$ cat src/rtl/pal_lut.sv
module pal_lut #(
  parameter int ENTRIES     = 256,
  parameter int SHORT_WORDS = 9,
  parameter int LONG_WORDS  = 129,
  parameter logic [3:0] BYPASS_CODE = 4'd4
) (
  input  logic        clk,
  input  logic        rst_n,
  input  logic        load_start,
  input  logic        word_valid,
  input  logic [31:0] word_data,
  input  logic        pix_valid,
  input  logic [15:0] pix_data,
  output logic        rgb_valid,
  output logic [11:0] rgb,
  output logic        pal_loaded
);
  localparam int IW = $clog2(ENTRIES);
  localparam int CW = $clog2(LONG_WORDS);

  logic [11:0]   ram [ENTRIES];
  logic [CW-1:0] cnt;
  logic          loading;
  logic [3:0]    code;

  wire [3:0]    hdr    = (cnt == '0) ? word_data[15:12] : code;
  wire [CW-1:0] last   = (hdr == BYPASS_CODE) ? CW'(SHORT_WORDS - 1) : CW'(LONG_WORDS - 1);
  wire          accept = word_valid && loading && !load_start;
  wire [CW:0]   a0     = {cnt, 1'b0};
  wire [CW:0]   a1     = a0 + 1'b1;

  always_ff @(posedge clk) begin
    if (accept) begin
      if (int'(a0) < ENTRIES) ram[a0[IW-1:0]] <= word_data[11:0];
      if (int'(a1) < ENTRIES) ram[a1[IW-1:0]] <= word_data[27:16];
    end
  end

  always_ff @(posedge clk) begin
    if (!rst_n) begin
      loading    <= 1'b0;
      cnt        <= '0;
      code       <= 4'd3;
      pal_loaded <= 1'b0;
    end else begin
      pal_loaded <= 1'b0;
      if (load_start) begin
        loading <= 1'b1;
        cnt     <= '0;
      end else if (accept) begin
        if (cnt == '0) code <= word_data[15:12];
        if (cnt == last) begin
          loading    <= 1'b0;
          pal_loaded <= 1'b1;
        end
        cnt <= cnt + 1'b1;
      end
    end
  end

  logic [IW-1:0] idx;
  always_comb begin
    case (code)
      4'd0:    idx = IW'(pix_data[0]);
      4'd1:    idx = IW'(pix_data[1:0]);
      4'd2:    idx = IW'(pix_data[3:0]);
      default: idx = pix_data[IW-1:0];
    endcase
  end

  always_ff @(posedge clk) begin
    if (!rst_n) begin
      rgb_valid <= 1'b0;
      rgb       <= '0;
    end else begin
      rgb_valid <= pix_valid;
      if (pix_valid)
        rgb <= (code == BYPASS_CODE) ? {pix_data[15:12], pix_data[10:7], pix_data[4:1]}
                                     : ram[idx];
    end
  end

  assert_pulse_one_cycle_R4: assert property (@(posedge clk) disable iff (!rst_n)
    pal_loaded |=> !pal_loaded);
  assert_pulse_ends_burst_R3: assert property (@(posedge clk) disable iff (!rst_n)
    pal_loaded |-> ($past(loading) && !loading));
  assert_count_bound_R3: assert property (@(posedge clk) disable iff (!rst_n)
    loading |-> (int'(cnt) < LONG_WORDS));
  assert_idle_ignore_R5: assert property (@(posedge clk) disable iff (!rst_n)
    (!loading && !load_start) |=> ($stable(cnt) && $stable(code) && !pal_loaded));
  assert_valid_follows_R9: assert property (@(posedge clk) disable iff (!rst_n)
    pix_valid |=> rgb_valid);
  assert_valid_drops_R9: assert property (@(posedge clk) disable iff (!rst_n)
    !pix_valid |=> !rgb_valid);
endmodule

$ cat config.mk
export PLATFORM = sky130hd
export DESIGN_NAME = pal_lut
export DESIGN_NICKNAME = d
export VERILOG_FILES = /design/src/rtl/pal_lut.sv
export SDC_FILE = /design/constraint.sdc
export NUM_CORES = 2
export LEC_CHECK = 0
export ABC_CLOCK_PERIOD_IN_PS = 3400
export BUFFER_PORTS_ARGS = -buffer_cell sky130_fd_sc_hd__buf_2
export CAP_MARGIN = 20
export CORE_ASPECT_RATIO = 1.1
export CORE_MARGIN = 3
export CORE_UTILIZATION = 33
export DETAILED_ROUTE_END_ITERATION = 10
export PLACE_DENSITY = 0.56
export SYNTH_ARGS = -nofsm -noshare
export SYNTH_HDL_FRONTEND = slang
export SYNTH_SLANG_ARGS = --single-unit
export TNS_END_PERCENT = 50
$ cat constraint.sdc
create_clock -name clk -period 3.4 [get_ports clk]
set_input_delay 0 -clock clk [delete_from_list [all_inputs] [get_ports clk]]
set_output_delay 0 -clock clk [all_outputs]
set_load 0.005 [all_outputs]
==> flow_metrics.py <==
metrics = {
    "clock_tree": {
        "cts_sinks": 3099,
        "clk_transition_reported_paths_ns": 0.06,
        "root_buffer": "clkbuf_16",
        "cts_tree": "yes",
        "insertion_delay_ns": 0.92,
        "h-tree-depth": 5,
        "clk_path_buf_depth": 4,
        "cts_made_buffers": 327,
    },
    "power_and_ir_drop": {
        "powerDensity_mw_per_mm2": 579,
        "ir_drop_mv": 0.452,
        "power_leakage_nw": 44.6,
    },
    "place": {
        "place_area_mm2": 0.130,
        "dp_hpwl_um": 211000,
        "port_buffers": 61,
        "place_congestion": 0.885,
        "dp_slack_ns": -0.355,
    },
    "logic_synthesis": {
        "yosysSeqAreaShare": 0.777,
        "ys.flop_type": "edfxtp_1",
        "yosys_warnings": 0,
        "post_synth_num_cell_types": 75,
        "synth_nets": 6110,
        "synth-edff-count": 3072,
        "async_reset_ff_frac": 0,
        "syn_inst": 6055,
        "ys_ff_latch": 3099,
        "avgSynthCellArea_um2": 19.7,
        "synth.cell_area_mm2": 0.119,
    },
    "layout": {
        "nNetsFinal": 6843,
        "nFillCells": 32342,
        "drive_above_1_share": 0.278,
        "final_area_mm2": 0.142,
        "syn2layout_area_growth_pct": 18.6,
    },
    "route": {
        "routedWlPerCell_um": 28.9,
        "drt-pass1-iter-count": 6,
        "ant_nets": 0,
        "vias": 63378,
        "wl_um": 342000,
        "dr.first_iter.drc_count": 6888,
        "viasPerCell": 5.36,
        "drc_errors": 0,
    },
    "timing": {
        "worst_slack_ns": -0.0349,
        "finalHoldViolCount": 0,
        "slew_headroom": 0.203,
        "period_needed_ns": 3.43,
        "rsz0062_at_grt": "true",
        "fin_crit_sh": 1.01,
        "drv_slew": 0,
        "fin_skew_ns": 0.0549,
        "finalHoldWorstSlack_ns": 0.0289,
        "setup_violations": 1,
        "max_clock_freq_mhz": 291,
        "tightest_slew_ns": 1.20,
    },
    "setup_path": {
        "critPathMaxFanout": 12,
        "crit_top_cell": "buf_4",
        "rr_endpoint": "rgb[11]",
        "cp_slowest_cell": "o31a_2",
        "worstPathCellList": "buf_4, o31a_2, buf_12, nand4_1, buf_4, buf_4, o22ai_1, nor3_2, o221ai_1, buf_4, a31oi_1, buf_4, nand4b_1, o21ai_2",
        "cp_slowest_stage_delay_ns": 0.40,
        "r2r_slack_ns": -0.03,
        "arrival_ns": 4.28,
        "worstPathRequired_ns": 4.24,
        "cp-end-kind": "flop",
        "start_kind": "flop",
        "reg2reg_depth": 14,
        "criticalPathCategory": "flop to flop",
        "critical_path.top_delay_family": "compound AO/OA/AOI/OAI gates",
        "worst-path-buf-inv": 6,
        "timing.rr.start": "code[3]",
    },
    "global_routing": {
        "globalRouteTotalUtil": 0.182,
        "grt_use_met2": 0.302,
        "grt_antenna_before_repair": 22,
        "grt_start_max_net_pins": 128,
        "grt_pass1_vias": 64950,
        "gr-total-overflow": 0,
        "met3_usage": 0.0252,
        "met1_usage": 0.238,
        "busiest_layer": "met2",
        "grt_pass1_wl_um": 486000,
    },
    "floorplan": {
        "ios": 67,
        "fp.dieH_um": 637,
        "die_area_mm2": 0.369,
        "initial_core_util": 0.332,
        "coreArea_mm2": 0.360,
        "fp-row-count": 231,
        "die_w_um": 580,
    },
    "min_path": {
        "hold_depth": 2,
        "min_from": "word_data[10]",
        "holdPathEnd": "ram[236][10]",
        "min_path_type": "input pin to flop",
    },
    "run_status": {
        "status": "finished, violations left",
        "violations": "setup timing",
    },
    "job": {
        "max-cap-violations": 0,
    },
}
## layer usage
metal,wire length (um),vias to the layer above
li1,-,26352
met1,136000,34132
met2,169000,2344
met3,21200,548
met4,16100,2
met5,7,-
## worst max path at each step
stage	depth (start not counted)	startpoint	slack (ns)	to
after floorplan	7	loading	0.27	ram[30][0]
after global placement	13	code[2]	-0.42	rgb[4]
after detailed placement	12	code[3]	-0.35	rgb[4]
after CTS	11	code[3]	-0.03	rgb[8]
after global routing	14	code[3]	-0.06	rgb[1]
final	14	code[3]	-0.03	rgb[11]
## final cells by class
| type | count | area [um2] | share of cell area |
|---|---|---|---|
| Antenna cell | 8 | 20.0 | 0.000141 |
| Clock buffer | 396 | 8520 | 0.0602 |
| Clock inverter | 187 | 1910 | 0.0135 |
| Inverter | 7 | 26.3 | 0.000186 |
| Multi-Input combinational cell | 2607 | 25200 | 0.178 |
| Sequential cell | 3099 | 92800 | 0.655 |
| Tap cell | 4776 | 5980 | 0.0422 |
| Timing Repair Buffer | 746 | 7130 | 0.0503 |
## cell usage after synthesis (all sizes together), types with 7 or more instances
cell type / count / area, um2
a2111oi: 32 / 287
a211oi: 16 / 125
a21boi: 29 / 218
a21oi: 170 / 851
a221oi: 38 / 333
a222oi: 7 / 70.1
a22oi: 27 / 203
a31oi: 71 / 444
buf: 248 / 1660
clkbuf: 94 / 353
dfxtp: 27 / 541
edfxtp: 3072 / 92200
inv: 7 / 26.3
mux2: 39 / 439
mux2i: 83 / 831
mux4: 591 / 13300
nand2: 471 / 1770
nand2b: 7 / 43.8
nand3: 168 / 841
nand4: 27 / 169
nor2: 361 / 1360
nor2b: 8 / 50.1
nor3: 42 / 210
nor3b: 52 / 425
nor4: 41 / 257
o2111ai: 16 / 140
o211ai: 69 / 528
o21ai: 58 / 290
o22a: 7 / 61.3
o22ai: 66 / 413
o2bb2ai: 7 / 61.3
o31ai: 16 / 139
or2: 8 / 50.1
or3: 13 / 81.3
## power by group
part	internal [mW]	total, mW	switching [mW]
logic	1.75	4.94	3.19
registers	42.0	42.1	0.0686
clock network	20.2	35.0	14.8
## worst register-to-register path, cell delays in order (launching register included)
cell and delay [ns]:
dfxtp_1 0.33, buf_4 0.21, o31a_2 0.40, buf_12 0.17, nand4_1 0.10, buf_4 0.17
buf_4 0.17, o22ai_1 0.16, nor3_2 0.21, o221ai_1 0.16, buf_4 0.19, a31oi_1 0.28
buf_4 0.23, nand4b_1 0.33, o21ai_2 0.27
## metrics by stage
stage               utilization  TNS, ns  power [mW]  std cells
floorplan                     -        0        44.9       6055
global route              0.393   -0.124        84.4      11823
detailed placement        0.361   -0.996        47.7      11153
global placement          0.361    -1.35        47.7      11152
CTS                       0.392  -0.0822        82.7      11805
finish                    0.393  -0.0349        82.0      11826
## kinds of logic (layout without fill, tap and decap cells)
logic type | Yosys count | in the layout | share of synthesized area
adders and majority gates | 2 | 2 | 0.000210
other | 0 | 8 | 0
buffers and inverters | 349 | 1336 | 0.0171
xor gates and xnor gates | 5 | 5 | 0.000367
and+or+nand+nor | 1224 | 1224 | 0.0456
DFF | 3099 | 3099 | 0.777
muxes | 713 | 713 | 0.122
AOI/OAI and AO/OA | 663 | 663 | 0.0375
## cell usage in the layout, fill, tap and decap left out, types with 20 or more instances in the layout
master | Yosys | routed
edfxtp_1 | 3072 | 3072
mux2_2 | 39 | 39
dfxtp_1 | 27 | 27
nor3b_1 | 45 | 43
a21boi_0 | 29 | 29
clkinv_2 | 0 | 50
nor3_1 | 42 | 38
dlygate4sd3_1 | 0 | 69
nor4_1 | 41 | 33
buf_12 | 0 | 98
nor2_2 | 0 | 135
nand3_1 | 168 | 165
mux2i_1 | 83 | 83
clkbuf_1 | 94 | 63
buf_4 | 75 | 513
a2111oi_0 | 31 | 20
o22ai_1 | 66 | 65
o211ai_1 | 67 | 67
a221oi_1 | 38 | 36
a31oi_1 | 71 | 71
o21ai_0 | 42 | 36
nand2_1 | 471 | 471
buf_6 | 39 | 23
nor2_1 | 361 | 224
bufinv_16 | 0 | 30
buf_2 | 122 | 36
a22oi_1 | 27 | 27
clkbuf_16 | 0 | 332
mux4_2 | 591 | 591
a21oi_1 | 170 | 169
nand4_1 | 27 | 27
clkinv_1 | 0 | 75
## timing repair
action,CTS,global route
setup buffers,0,9
endpoints found under the setup margin,8,11
resized for setup,21,37
pin swaps,1,13
hold buffers,69,0
gates cloned,0,3
hold endpoints to repair,2787,0
## flip-flops by register name (all words and copies together) (netlist names)
name and flops:
cnt 8, code 4, loading 1, pal_loaded 1
ram 3072, rgb 12, rgb_valid 1
Note: power is estimated with default switching activity, not from simulation.
